--- src/rtl/ubit_pkg.sv ---
package ubit_pkg;
   // Register decode outcome for one host access.
   typedef enum logic [1:0] {
      SEL_NONE  = 2'd0,
      SEL_INDEX = 2'd1,
      SEL_DATA  = 2'd2
   } reg_sel_e;

   // Number of bits gathered per byte of the buffer.
   localparam int unsigned BITS_PER_BYTE = 8;
endpackage

--- src/rtl/ubit_collect.sv ---
module ubit_collect #(
   parameter int unsigned NUM_BYTES = 24,
   parameter bit          LSB_FIRST = 1'b1
) (
   input  logic                                        clk,
   input  logic                                        rst_n,
   input  logic                                        bit_valid,
   input  logic                                        bit_in,
   input  logic                                        block_start,
   output logic [NUM_BYTES*ubit_pkg::BITS_PER_BYTE-1:0] fill_o,
   output logic                                        done_o
);
   localparam int unsigned NUM_BITS = NUM_BYTES * ubit_pkg::BITS_PER_BYTE;
   localparam int unsigned CW       = $clog2(NUM_BITS);
   localparam logic [CW-1:0] LAST_BIT = CW'(NUM_BITS - 1);
   localparam logic [CW-1:0] POS0     = LSB_FIRST ? '0 : CW'(7);

   logic [NUM_BITS-1:0] fill_q;
   logic [CW-1:0]       cnt_q;
   logic [CW-1:0]       wpos;
   logic                armed_q;
   logic                done_q;

   // Bit placement variant inside each byte.
   generate
      if (LSB_FIRST) begin : g_lsb_first
         assign wpos = cnt_q;
      end else begin : g_msb_first
         assign wpos = cnt_q ^ CW'(7);
      end
   endgenerate

   always_ff @(posedge clk) begin
      if (!rst_n) begin
         fill_q  <= '0;
         cnt_q   <= '0;
         armed_q <= 1'b0;
         done_q  <= 1'b0;
      end else begin
         done_q <= 1'b0;
         if (bit_valid) begin
            if (block_start) begin
               fill_q[POS0] <= bit_in;
               cnt_q        <= CW'(1);
               armed_q      <= 1'b1;
            end else if (armed_q) begin
               fill_q[wpos] <= bit_in;
               if (cnt_q == LAST_BIT) begin
                  cnt_q   <= '0;
                  armed_q <= 1'b0;
                  done_q  <= 1'b1;
               end else begin
                  cnt_q <= cnt_q + CW'(1);
               end
            end
         end
      end
   end

   assign fill_o = fill_q;
   assign done_o = done_q;

   // a completed block leaves the collector idle until the next marker
   a_r4_done_leaves_idle: assert property (@(posedge clk) disable iff (!rst_n)
      done_q |-> !armed_q);
   // while idle, bits without a marker cannot complete a block
   a_r4_idle_no_done: assert property (@(posedge clk) disable iff (!rst_n)
      (!armed_q && !(bit_valid && block_start)) |=> !done_q);
endmodule

--- src/rtl/ubit_hold.sv ---
module ubit_hold #(
   parameter int unsigned NUM_BYTES = 24,
   parameter int unsigned PW        = 5
) (
   input  logic                                        clk,
   input  logic                                        rst_n,
   input  logic                                        xfer,
   input  logic [NUM_BYTES*ubit_pkg::BITS_PER_BYTE-1:0] fill_i,
   input  logic [PW-1:0]                               sel,
   output logic [ubit_pkg::BITS_PER_BYTE-1:0]          byte_o
);
   localparam int unsigned BB = ubit_pkg::BITS_PER_BYTE;

   logic [NUM_BYTES*BB-1:0] host_q;

   always_ff @(posedge clk) begin
      if (!rst_n) begin
         host_q <= '0;
      end else if (xfer) begin
         host_q <= fill_i;
      end
   end

   assign byte_o = host_q[sel*BB +: BB];

   // host copy only moves on a transfer
   a_r3_hold_stable: assert property (@(posedge clk) disable iff (!rst_n)
      !xfer |=> $stable(host_q));
   // a transfer takes the whole collected block
   a_r3_copy_whole: assert property (@(posedge clk) disable iff (!rst_n)
      xfer |=> host_q == $past(fill_i));
endmodule

--- src/rtl/ubit_index.sv ---
module ubit_index #(
   parameter int unsigned NUM_BYTES = 24,
   parameter int unsigned DW        = 8,
   parameter int unsigned PW        = 5
) (
   input  logic          clk,
   input  logic          rst_n,
   input  logic          load,
   input  logic [DW-1:0] load_val,
   input  logic          adv,
   output logic [PW-1:0] ptr_o
);
   localparam logic [PW-1:0] LASTP  = PW'(NUM_BYTES - 1);
   localparam logic [DW-1:0] LAST_W = DW'(NUM_BYTES - 1);

   logic [PW-1:0] ptr_q;
   logic [PW-1:0] load_ptr;

   assign load_ptr = (load_val > LAST_W) ? LASTP : load_val[PW-1:0];

   always_ff @(posedge clk) begin
      if (!rst_n) begin
         ptr_q <= '0;
      end else if (load) begin
         ptr_q <= load_ptr;
      end else if (adv) begin
         ptr_q <= (ptr_q == LASTP) ? '0 : ptr_q + PW'(1);
      end
   end

   assign ptr_o = ptr_q;

   // offset stays inside the buffer
   a_r5_in_range: assert property (@(posedge clk) disable iff (!rst_n)
      ptr_q <= LASTP);
   // a data read below the last byte steps by one
   a_r5_step: assert property (@(posedge clk) disable iff (!rst_n)
      (adv && !load && ptr_q != LASTP) |=> ptr_q == $past(ptr_q) + PW'(1));
   // a data read at the last byte wraps to zero
   a_r6_wrap: assert property (@(posedge clk) disable iff (!rst_n)
      (adv && !load && ptr_q == LASTP) |=> ptr_q == '0);
   // oversized index writes pin to the last byte
   a_r7_clamp: assert property (@(posedge clk) disable iff (!rst_n)
      (load && load_val > LAST_W) |=> ptr_q == LASTP);
   // without load or advance the offset holds
   a_r8_hold: assert property (@(posedge clk) disable iff (!rst_n)
      (!load && !adv) |=> $stable(ptr_q));
endmodule

--- src/rtl/ubit_buffer_port.sv ---
module ubit_buffer_port #(
   parameter int unsigned NUM_BYTES = 24,
   parameter int unsigned AW        = 8,
   parameter int unsigned DW        = 8,
   parameter logic [7:0]  IDX_ADDR  = 8'h50,
   parameter logic [7:0]  DAT_ADDR  = 8'h51,
   parameter bit          LSB_FIRST = 1'b1
) (
   input  logic          clk,
   input  logic          rst_n,
   input  logic          ub_valid,
   input  logic          ub_bit,
   input  logic          ub_block_start,
   input  logic          reg_wr,
   input  logic          reg_rd,
   input  logic [AW-1:0] reg_addr,
   input  logic [DW-1:0] reg_wdata,
   output logic [DW-1:0] reg_rdata
);
   import ubit_pkg::*;

   localparam int unsigned PW = $clog2(NUM_BYTES);
   localparam int unsigned BB = BITS_PER_BYTE;

   // Elaboration-time parameter checks.
   generate
      if (NUM_BYTES < 2) begin : g_bad_depth
         $error("ubit_buffer_port: NUM_BYTES must be at least 2");
      end
      if (DW < BB || DW <= PW) begin : g_bad_width
         $error("ubit_buffer_port: DW too narrow for byte or offset");
      end
      if (AW < 8) begin : g_bad_addr
         $error("ubit_buffer_port: AW must hold the register addresses");
      end
   endgenerate

   logic [NUM_BYTES*BB-1:0] fill;
   logic                    xfer;
   logic [PW-1:0]           ptr;
   logic [BB-1:0]           cur_byte;
   reg_sel_e                sel;
   logic                    ld_idx;
   logic                    rd_dat;

   always_comb begin
      if (reg_addr == AW'(IDX_ADDR))      sel = SEL_INDEX;
      else if (reg_addr == AW'(DAT_ADDR)) sel = SEL_DATA;
      else                                sel = SEL_NONE;
   end

   assign ld_idx = reg_wr && (sel == SEL_INDEX);
   assign rd_dat = reg_rd && (sel == SEL_DATA);

   ubit_collect #(.NUM_BYTES(NUM_BYTES), .LSB_FIRST(LSB_FIRST)) i_collect (
      .clk(clk), .rst_n(rst_n), .bit_valid(ub_valid), .bit_in(ub_bit),
      .block_start(ub_block_start), .fill_o(fill), .done_o(xfer));

   ubit_hold #(.NUM_BYTES(NUM_BYTES), .PW(PW)) i_hold (
      .clk(clk), .rst_n(rst_n), .xfer(xfer), .fill_i(fill),
      .sel(ptr), .byte_o(cur_byte));

   ubit_index #(.NUM_BYTES(NUM_BYTES), .DW(DW), .PW(PW)) i_index (
      .clk(clk), .rst_n(rst_n), .load(ld_idx), .load_val(reg_wdata),
      .adv(rd_dat), .ptr_o(ptr));

   always_ff @(posedge clk) begin
      if (!rst_n) begin
         reg_rdata <= '0;
      end else if (reg_rd) begin
         unique case (sel)
            SEL_DATA:  reg_rdata <= DW'(cur_byte);
            SEL_INDEX: reg_rdata <= DW'(ptr);
            default:   reg_rdata <= '0;
         endcase
      end
   end

   // an index read reports the offset seen at the read
   a_r8_idx_read: assert property (@(posedge clk) disable iff (!rst_n)
      (reg_rd && sel == SEL_INDEX) |=> reg_rdata == DW'($past(ptr)));
   // unmapped reads return zero
   a_r10_unmapped_zero: assert property (@(posedge clk) disable iff (!rst_n)
      (reg_rd && sel == SEL_NONE) |=> reg_rdata == '0);
   // writes to the data register leave the offset alone
   a_r10_data_wr_inert: assert property (@(posedge clk) disable iff (!rst_n)
      (reg_wr && sel != SEL_INDEX && !rd_dat) |=> $stable(ptr));
endmodule

--- config.mk ---
export PLATFORM = sky130hd
export DESIGN_NAME = ubit_buffer_port
export DESIGN_NICKNAME = d
export VERILOG_FILES = /design/src/rtl/ubit_pkg.sv /design/src/rtl/ubit_collect.sv /design/src/rtl/ubit_hold.sv /design/src/rtl/ubit_index.sv /design/src/rtl/ubit_buffer_port.sv
export SDC_FILE = /design/constraint.sdc
export NUM_CORES = 1
export LEC_CHECK = 0
export BUFFER_PORTS_ARGS = -buffer_cell sky130_fd_sc_hd__buf_2
export CORE_MARGIN = 2
export CORE_UTILIZATION = 30
export DETAILED_ROUTE_END_ITERATION = 10
export PLACE_DENSITY = 0.46
export SKIP_LAST_GASP = 1
export SYNTH_ARGS = -nofsm -noshare
export SYNTH_HDL_FRONTEND = slang
export SYNTH_HIERARCHICAL = 1
export SYNTH_SLANG_ARGS = --single-unit
--- constraint.sdc ---
create_clock -name clk -period 2.67 [get_ports clk]
set_clock_uncertainty 0.2 [all_clocks]
set_input_delay 0.534 -clock clk [delete_from_list [all_inputs] [get_ports clk]]
set_output_delay 0.534 -clock clk [all_outputs]
set_load 0.03 [all_outputs]
* Word-level counts from Yosys, hierarchy flattened *
Cells that the tools add are included.

storage, ports and cells
  bits in registers = 407
  output and inout port bits = 8

operators by class
  add/subtract/negate cells = 2
  order comparisons = 3
  equality and inequality tests = 6
  shift-type cells = 1
  muxes and demuxes = 19
  bitwise logic cells = 4
  reduce and logical (&&, ||, !) cells = 8

operators by type and width
  kind                   count
  $bwmux W192            1
  $shiftx A192 B9 Y8     1
  $mux W8                3
  $mux W5                4
  $eq A8 B7 Y1 const B   2
  $pmux W8 S2            1
  $lt A8 B9 Y1 const B   1
  $add A8 B1 Y8 const B  1
  $demux W1 S8           1
  $eq A8 B8 Y1 const B   1
  $ge A8 B1 Y1 const B   1
  $gt A8 B5 Y1 const B   1
  $mux W1                7
  $add A5 B1 Y5 const B  1
  $eq A5 B5 Y1 const B   1
  $mux W2                2
  $not A1 Y1             4
  $reduce_bool A2 Y1     2
  $reduce_or A4 Y1       1
  $logic_and A1 B1 Y1    3
  $reduce_and A3 Y1      1
  $eq A2 B1 Y1 const B   1
  $eq A2 B2 Y1 const B   1
  $reduce_and A2 Y1      1

* Logic depth before layout (Yosys ltp) *
Gate-level depths: netlist of run 1.

  depth in word-level cells = 7
  mapped depth = 10
  depth with buffers taken out = 6

* Cells and area by module *
Netlist of run 1, hierarchy kept.

by module, submodules not included
  module            instances  cells an instance  area each (sq um)  sequential area each (sq um)
  ubit_hold         1          805                8,911.0            3,843.7
  ubit_collect      1          981                8,557.0            4,043.9
  ubit_buffer_port  1          38                 384.1              160.2
  ubit_index        1          29                 294.0              100.1

* Worst setup path after synthesis of run 1 *
Ideal clock, no wire load.

  path kind = input-to-reg
  start point = input port reg_addr[7]
  end point = register i_index.ptr_q[0] (netlist: i_index/ptr_o[0])
  arrival = 2.250 ns
  data required time = 2.351 ns
  setup slack = 0.101 ns
  stages = 6
  path buffers = 0
  path through = nor4b_2 nand3_1 nor3b_1 nand2b_1 a2111o_1 o221a_1

on the way
  cells in the longest elaborated chain, start to end = 6
  elaborated cells on any way between the ends = 10
  those cells by class = eq/ne: 4; mux: 3; reduce/logical: 3

ends and longest elaborated chain
  what                                           RTL line                source
  start, declared                                ubit_buffer_port.sv:16  input logic [AW-1:0] reg_addr,
  $eq A8 B7 Y1                                   ubit_buffer_port.sv:48  else if (reg_addr == AW'(DAT_ADDR)) sel = SEL_DATA;
  $mux W2                                        ubit_buffer_port.sv:48
  $mux W2 (*)                                    ubit_buffer_port.sv:47  if (reg_addr == AW'(IDX_ADDR)) sel = SEL_INDEX;
  $eq A2 B1 Y1 (*)                               ubit_buffer_port.sv:52  assign ld_idx = reg_wr && (sel == SEL_INDEX);
  $logic_and A1 B1 Y1 (*)                        ubit_buffer_port.sv:52
  net ld_idx                                     ubit_buffer_port.sv:43  logic ld_idx;
  $mux W5 or $reduce_bool A2 Y1 (tied branches)  n/a
  end signal, assigned                           ubit_index.sv:25        ptr_q <= load_ptr;
  end signal, assigned                           ubit_index.sv:27        ptr_q <= (ptr_q == LASTP) ? '0 : ptr_q + PW'(1);
  end, declared                                  ubit_index.sv:16        logic [PW-1:0] ptr_q;

Mark *: on every way through the listed nets, which the timed path passes. The rest lies on a longest branch.
A chain may end at the register's enable or synchronous reset.

* Worst setup path in the final report of run 1 *
  start point = register i_index.ptr_q[0] (netlist: i_index/ptr_o[0])
  end point = register reg_rdata[3]

on the way
  cells in the longest elaborated chain, start to end = 2

ends and longest elaborated chain
  what                  RTL line                source
  $shiftx A192 B9 Y8    ubit_hold.sv:24         assign byte_o = host_q[sel*BB +: BB];
  net cur_byte[3]       ubit_buffer_port.sv:41  logic [BB-1:0] cur_byte;
  $pmux W8 S2           ubit_buffer_port.sv:71  unique case (sel)
  end signal, assigned  ubit_buffer_port.sv:72  SEL_DATA: reg_rdata <= DW'(cur_byte);
  end signal, assigned  ubit_buffer_port.sv:73  SEL_INDEX: reg_rdata <= DW'(ptr);
  end, declared         ubit_buffer_port.sv:18  output logic [DW-1:0] reg_rdata

The timed path passes the listed nets, and every way through them passes these cells.

==> results of run 1 <==
==> routing by layer <==
layer	track usage, %	vias up	routed length (µm)
met5	0	-	0
met4	6.19	0	1630
met2	31.5	401	28200
li1	-	6755	-
met1	25.9	7080	27600
met3	2.77	104	3140
==> worst paths after layout <==
check                         from                     to  slack (ns)  depth (start not counted)
min reg2reg  i_collect/fill_o[147]  i_collect/fill_o[147]        0.26                          2
max reg2reg       i_index/ptr_o[0]           reg_rdata[3]        0.20                          7
max               i_index/ptr_o[0]           reg_rdata[3]        0.20                          7
min                   reg_wdata[3]       i_index/ptr_o[3]        0.04                          2
==> cell type report <==
type	count	area, µm²	area share [%]
antenna	1	2.50	0.0120
inverter	5	21.3	0.102
clock buffer	66	1300	6.24
sequential	407	8160	39.2
tap	782	978	4.70
multi-input combinational	1283	8960	43.0
clock inverter	10	81.3	0.391
timing repair buffer	148	1330	6.40
==> cells by family (layout without fill, tap and decap cells) <==
logic type,after synthesis,count (layout),share of synthesized area [%]
and+or+nand+nor,541,541,17.7
AOI/OAI and AO/OA,450,450,14.1
DFF,407,407,44.9
muxes,285,285,17.1
buffers and inverters,163,229,5.77
adders and majority gates,5,5,0.345
xor gates and xnor gates,2,2,0.0965
other,0,1,0
==> state kept, by name, summed over array words and instances (netlist names) <==
signal	cells
i_collect/fill_o	192
i_hold/host_q	192
i_collect/cnt_q	8
reg_rdata	8
i_index/ptr_o	5
i_collect/armed_q	1
i_collect/done_o	1
==> cells in the mapped netlist (all sizes together) (3+ instances only) <==
master,number,share of area [%]
a32o,5,0.28
a22oi,26,1.1
o221a,3,0.19
o31ai,25,1.0
and2,7,0.26
nor3,8,0.37
mux4,16,2.2
o211ai,32,1.4
nand3b,11,0.52
o21ai,171,4.7
nor4,3,0.19
ha,5,0.34
nor3b,6,0.37
nand2,42,0.87
a21oi,177,4.9
nand3,202,5.8
nor2b,198,6.9
inv,5,0.10
nand4,6,0.21
mux2i,263,15
and2b,3,0.13
mux2,6,0.37
buf,71,2.7
nor2,24,0.73
or2,3,0.10
clkbuf,85,2.8
and3,3,0.10
nand2b,16,0.55
and4b,4,0.23
dfxtp,407,45
==> metrics by stage <==
step	cells	instance area, µm²	hold WS [ns]
after floorplan	1853	18100	0.234
after global placement	2625	19400	0.245
after detailed placement	2625	19400	0.258
after CTS	2701	20800	0.0161
after global routing	2701	20800	0.0328
final	2702	20800	0.0404
==> worst max-delay path, stage by stage, from the launching register on <==
cell and delay [ns]:
dfxtp_4 0.57, buf_4 0.31, mux2i_1 0.24, a22oi_1 0.16, nand3_1 0.16, nand3_1 0.16
mux2_2 0.30, a32o_1 0.25
==> cells in the final DEF (no fill, tap or decap), drive strengths merged, types with 4 or more instances in the layout <==
master,instances
nor3b,6
and4b,4
inv,6
ha,5
mux2i,263
clkbuf,66
buf,148
nand3,202
mux2,6
and2,7
a32o,5
nand3b,11
nor2,24
nand2,42
a22oi,26
clkinv,7
o211ai,32
a21oi,177
o31ai,25
nor3,8
nor2b,198
dfxtp,407
nand2b,16
nand4,6
mux4,16
o21ai,171
==> power by group through the flow <==
stage | logic [mW] | clock network [mW] | registers, mW
2_1_floorplan | 0.225 | 0 | 6.21
3_3_place_gp | 0.344 | 0 | 6.21
3_5_place_dp | 0.343 | 0 | 6.21
4_1_cts | 0.343 | 6.12 | 6.08
5_1_grt | 0.363 | 6.36 | 6.08
6_report | 0.345 | 5.98 | 6.08
==> flow_results.org, run 1 <==
** Outcome
- Outcome :: finished, final reports clean

** Floorplan
- Measured along the x axis, the die boundary spans 250 µm.
- The total area inside the core boundary comes to 0.0601 mm².
- I/O pin cnt :: 31
- Chip height :: 250 µm
- Effective utilization at floorplan :: 30.2%
- The initialized floorplan defines 90 standard-cell rows.
- Die area :: 0.0625 mm²

** Global routing
- The first global-routing pass estimated 91.8 mm of wire.
- Global-route congestion overflow total :: 0
- Number of antenna violations at the first check in global routing :: 0
- Entering global routing, the biggest net connects 112 pins.
- GRT Resource Usage Total :: 19.2%
- Via count of the first global-routing pass :: 14200

** Synth
- Share of synthesized area occupied by flip-flops and latches :: 44.9%
- Combined area of all synthesized cells :: 0.0181 mm²
- After synthesis the netlist holds a flip-flop and latch count of 407.
- Fraction of synthesis flops using an asynchronous set or reset pin :: 0%
- Synth cell types :: 70
- A synthesized cell averages 9.79 µm².
- The number of nets handed over by synthesis was 1881.
- Synthesis produced 1853 cells.
- The Yosys step of the flow raised 6 warnings.
- For this run, the leading register cell type out of synthesis is dfxtp_1.
- The synthesized design contains 0 enable-type register cells.

** Pwr
- Clock power share :: 48.2%
- Internal power summed over all cells :: 9.63 mW
- Switching power of the nets :: 2.77 mW
- Switching part of the total :: 22.3%
- Worst supply voltage drop on vdd :: 0.000359 V
- Combinational logic is responsible for 2.8% of the overall power.
- Fraction of power consumed by sequential logic :: 49.0%
- Leakage component of the power :: 6.34 nW
- Cell area power density :: 595 mW/mm²
- Overall power consumption :: 12.4 mW

** STA
- For this run, the top clock speed supported by timing is 404 MHz.
- Max_slew headroom :: 17.6%
- Final slew viol count :: 0
- At the pin with the least slew margin, the transition time is 1.24 ns.
- The worst path uses 92.6% of the clock period.
- Setup violation total in the final timing report :: 0
- Post-route setup slack :: 0.196 ns
- Sum Neg Setup Slack :: 0 ns
- RSZ-0062 raised after global routing :: no
- The number of hold violations in the final report was 0.
- Shortest period the worst path allows :: 2.47 ns

** Clock network
- Post-CTS setup buffer count :: 0
- In this run, post-CTS hold repair placed 0 buffers.
- CTS clk-pin slew, worst paths :: 0.06 ns
- In this run, CTS created clock tree buffers numbering 45.
- At the later pin of the worst-skew pair, clock insertion delay measures 0.58 ns.
- Number of gates resized after cts :: 0
- Clock buffer depth :: 3
- CTS placed an instance of clkbuf_16 at the clock tree root.
- TritonCTS built the clock tree.
- The clock tree synthesis step divided the H-tree into 2 levels.
- Clock tree synthesis found a total of 407 sinks.

** Hold path
- Path type of the worst min-delay path :: in -> reg

** Setup path
- Crit path arrival time :: 2.74 ns
- The worst setup path is launched from a flip-flop.
- Of all nets on the critical path, the largest fanout is 14.
- CP Data Required Time :: 2.94 ns
- Startpoint-to-endpoint class of the critical path :: reg -> reg
- Critical path capture point type :: flip-flop

** Drt
- Number of antenna-violating nets in the routed design :: 0
- In the routed layout, each cell is associated on average with a via count of 5.31.
- Via count :: 14300
- Routed wirelength normalized by instance count :: 22.4 µm
- Pre-antenna DRT Iters :: 5
- The detailed router finished its first iteration with 1235 violations.
- Wire length reported by the detailed router :: 60.5 mm
- Number of remaining DRC errors :: 0

** Placed design
- OpenSTA, run right after detailed placement, puts the worst setup slack at 0.213 ns.
- Routability cong. :: 0.807
- Final HPWL DP :: 39.2 mm
- Port-buffer cells :: 30

** Cells and area
- Final Util :: 34.6%
- The area growth from synthesis to layout is 14.8%.
- After filler insertion, the fill cell instance count of the layout stands at 6084.
- The net count of the finished layout is 1918.
- In the final layout, the share of cells above drive strength 1 is 14.2%.

** Job
- Max-cap violations in this run came to 0.
(Power assumes the default switching activity.)
==> inputs of run 2 (changes only) <==
ABC_AREA = 1   (was not set)
BUFFER_PORTS_ARGS = not set   (was -buffer_cell sky130_fd_sc_hd__buf_2)
DONT_BUFFER_PORTS = 1   (was not set)
PLACE_DENSITY = 0.45   (was 0.46)
==> run 2 against run 1 <==
Final area is 7.5% higher. Critical path depth is 2 higher. Utilization is 2.6 points higher. Via count is 24% higher. Non-clock buffer count is 115 higher. Sequential cell count stayed put. Synthesized area is 0.23% higher. Total power is 3.3% higher. Sequential power hardly changed. Clock power is 4.3% higher. Worst hold slack better by 0.0098 ns. Register-to-register slack worse by 0.08 ns. Critical endpoint is now i_collect/fill_o[41]. Largest cell class unchanged.
==> flow_results.org, run 2 <==
** Outcome
- The run finished with clean final reports.

** STA
- Maximum clock frequency :: 386 MHz
- Sum Neg Setup Slack :: 0 ns
- Once routing completed, OpenROAD measured the worst setup slack at 0.0770 ns.
- The smallest clock period supported by the final layout is computed as 2.59 ns.
- Dividing the final minimum period by the clock period gives 97.1%.
- Setup violations remaining at the end of the flow were counted as 0.
- Max_slew headroom :: 31.6%
- RSZ-0062 raised after global routing :: yes
- The number of hold violations in the final report came to 0.
- The total count of max-transition violations in the final report is 0.
- For the pin with the worst max-slew slack, the measured transition is 1.02 ns.

** Pwr
- Combinational fraction of design power :: 3.8%
- Of the total power, the share spent switching nets is 22.5%.
- Across the VDD grid, the largest voltage drop is 0.000419 V.
- In this run the power density over the cells is 572 mW/mm².
- In this run the power spent charging and discharging nets is 2.89 mW.
- Internal power summed over all cells :: 9.93 mW
- Leakage component of the power :: 8.60 nW
- Sequential cells burn 47.4% of the power.
- The share of total power dissipated in the clock network is 48.7%.

** Floorplan
- Die area :: 0.0626 mm²
- Chip height :: 250 µm
- Number of standard-cell rows in the floorplan :: 90
- Effective utilization at floorplan :: 30.2%
- Core Region :: 0.0601 mm²
- The die is 250 µm wide.
- In this run the count of I/O pins placed on the die edge is 31.

** Synth
- Counting flops and latches in the post-synthesis netlist gives 407.
- After synthesis, flip-flops and latches occupy 44.8% of the total area.
- Fraction of synthesis flops using an asynchronous set or reset pin :: 0%
- Count of flip-flops with a built-in enable after synthesis :: 0
- In this run the biggest area consumer among cell types represents 44.8% of the synthesized area.
- Ranking of synthesized cells by area :: dfxtp_1 (45%), nand2_1 (9.5%), nor2_1 (9.0%), a21oi_1 (8.3%), nand3_1 (8.0%)
- In the synthesized netlist, the number of instances is 2611.
- Of all cell types, the one taking the most synthesized area is dfxtp_1.
- Most frequently used cell type in the post-synthesis netlist :: nand2_1
- During synthesis, Yosys emitted a total of 6 warnings.
- Synth cell types :: 32
- Synthesis produced a netlist with a net count of 2639.
- Among all flip-flop cells after synthesis, the most frequent one is dfxtp_1.
- After synthesis, the most frequently instantiated cells are nand2_1 (462), nor2_1 (435), dfxtp_1 (407), a21oi_1 (301), nand3_1 (290).
- In this run the cell area of the synthesized design comes to 0.0182 mm².
- Average cell area after synthesis :: 6.97 µm²

** Placed design
- Final HPWL DP :: 31.8 mm
- Minimum setup slack after placement :: 0.499 ns
- Placed instance area :: 0.0187 mm²
- Port-buffer cells :: 0
- Routability cong. :: 0.799
- Number of cells after detailed placement :: 3238

** Clock network
- TritonCTS built the clock tree.
- Root buffer cell :: clkbuf_16
- After clock tree synthesis, the clock-pin slew on the worst setup and hold paths is 0.06 ns.
- Counting along the longest clock path gives a buffer depth of 3.
- For this design, the sink count on the clock tree is 407.
- The clock reaches the later pin of the worst-skew pair after 0.58 ns.
- The number of clock buffers added by TritonCTS is 46.
- The H-tree was split into 2 levels.

** Cells and area
- Number of nets in the layout :: 2749
- The post-route netlist has 6.86% of its cells at a drive strength greater than 1.
- Commonest cells after routing, fill and taps aside :: nand2_1 (461), nor2_1 (425), dfxtp_1 (403), a21oi_1 (301), nand3_1 (290)
- Most common cell after layout, fill and taps aside :: nand2_1
- Area of all placed cells without fillers :: 0.0224 mm²
- Final Util :: 37.2%
- Layout Cells excl Fill :: 3537
- 0 antenna diodes ended up in the layout.
- Area growth syn-to-layout :: 23.1%

** Setup path
- Along the worst path, the maximum fanout reaches 24.
- Reg2Reg Launch Point :: i_collect/cnt_q[2]
- CP Data Required Time :: 2.93 ns
- Worst setup path startpoint :: ub_block_start
- The worst setup path is captured at a flip-flop.
- Data arrives at the worst endpoint at 2.86 ns.
- Type of origin of the critical path :: primary input
- Startpoint-to-endpoint class of the critical path :: in -> reg

** Hold path
- Launch instance of the worst min-delay path :: ub_valid
- In this run the worst hold path is classified as in -> reg.

** Global routing
- Global routing used 19.3% of the available tracks.
- The number of global-route vias before repair was 17100.
- The initial antenna violation count came to 0.
- Global-route congestion overflow total :: 0
- Pin count of the biggest net entering global routing :: 196
- First-pass GRT wire length :: 96.2 mm

** Drt
- Detailed routing inserted a total of 17700 vias.
- Number of remaining DRC errors :: 0
- Number of antenna-violating nets in the routed design :: 0
- Routed vias/inst :: 5.01
- Routed wirelength normalized by instance count :: 17.6 µm
- After detailed routing, the total wire length is 62.3 mm.
- Detailed Route Iter0 Violations :: 1429
- The first detailed-routing pass ran for 6 iterations.

** Job
- The tool flagged a number of max-cap violations equal to 0.
[run 2: cell count changes after synthesis, sizes merged, moves of 92 or more]
cell / delta
inv: +165
nand3: +92
mux2i: -263
a21oi: +125
nor2: +432
nand2: +422
nor2b: -198
[run 2: kinds of logic (layout without fill, tap and decap cells)]
family,count (synthesis),after routing,share of synthesized area (%)
flip-flops,407,407,44.8
adder cells (fa/ha/maj),5,5,0.344
AND/OR/NAND/NOR,1241,1248,28.9
buffers and inverters,381,518,9.51
AO/OA/AOI/OAI,577,577,16.5
[run 2: power by group through the flow]
stage	sequential [mW]	combinational, mW	clock (mW)
floorplan	6.21	0.255	0
global placement	6.21	0.249	0
detailed placement	6.21	0.251	0
CTS	6.08	0.478	6.42
global route	6.07	0.536	6.64
finish	6.08	0.489	6.24
[run 2: cell type report]
type	instances	area [µm²]
Sequential cell	407	8160
Inverter	173	667
Timing Repair Buffer	263	2740
Tap cell	782	978
Clock buffer	78	1440
Clock inverter	4	23.8
Multi-Input combinational cell	1830	8380
Fill cell	6382	37800
[run 2: path summary, 6_finish.rpt]
path	end	slack, ns	depth (start not counted)
setup / recovery	i_collect/fill_o[41]	0.08	9
hold / removal	i_collect/cnt_q[2]	0.05	3
setup reg to reg	i_collect/fill_o[53]	0.12	9
hold reg to reg	i_hold/host_q[92]	0.25	2
[run 2: critical path, cell delays in order]
cell           delay (ns)
dlygate4sd3_1        0.58
nor2_4               0.26
inv_6                0.22
nor2_2               0.25
buf_6                0.23
nand3_1              0.10
nand2_1              0.08
dlygate4sd3_1        0.55
nor2_1               0.04
[run 2: through the flow]
stage	power [mW]	hold slack [ns]
6_report	12.8	0.0502
5_1_grt	13.2	0.0636
4_1_cts	13.0	0.00115
3_5_place_dp	6.46	0.245
3_3_place_gp	6.46	0.241
2_1_floorplan	6.47	0.233
[run 2: layer usage]
metal / routed length, µm / global-route usage [%] / vias up / part of all wire, %
li1: - / - / 8719 / -
met1: 29400 / 26.1 / 8450 / 47
met2: 27900 / 31.8 / 447 / 45
met3: 3210 / 2.51 / 107 / 5.2
met4: 1840 / 6.72 / 0 / 3.0
met5: 0 / 0 / - / 0
[run 2: timing repair]
item | CTS | global route
endpoints found under the setup margin | 0 | 60
hold buffers | 202 | 0
endpoints found under the hold margin | 382 | 0
buffers inserted | 0 | 8
gates resized for setup | 0 | 7
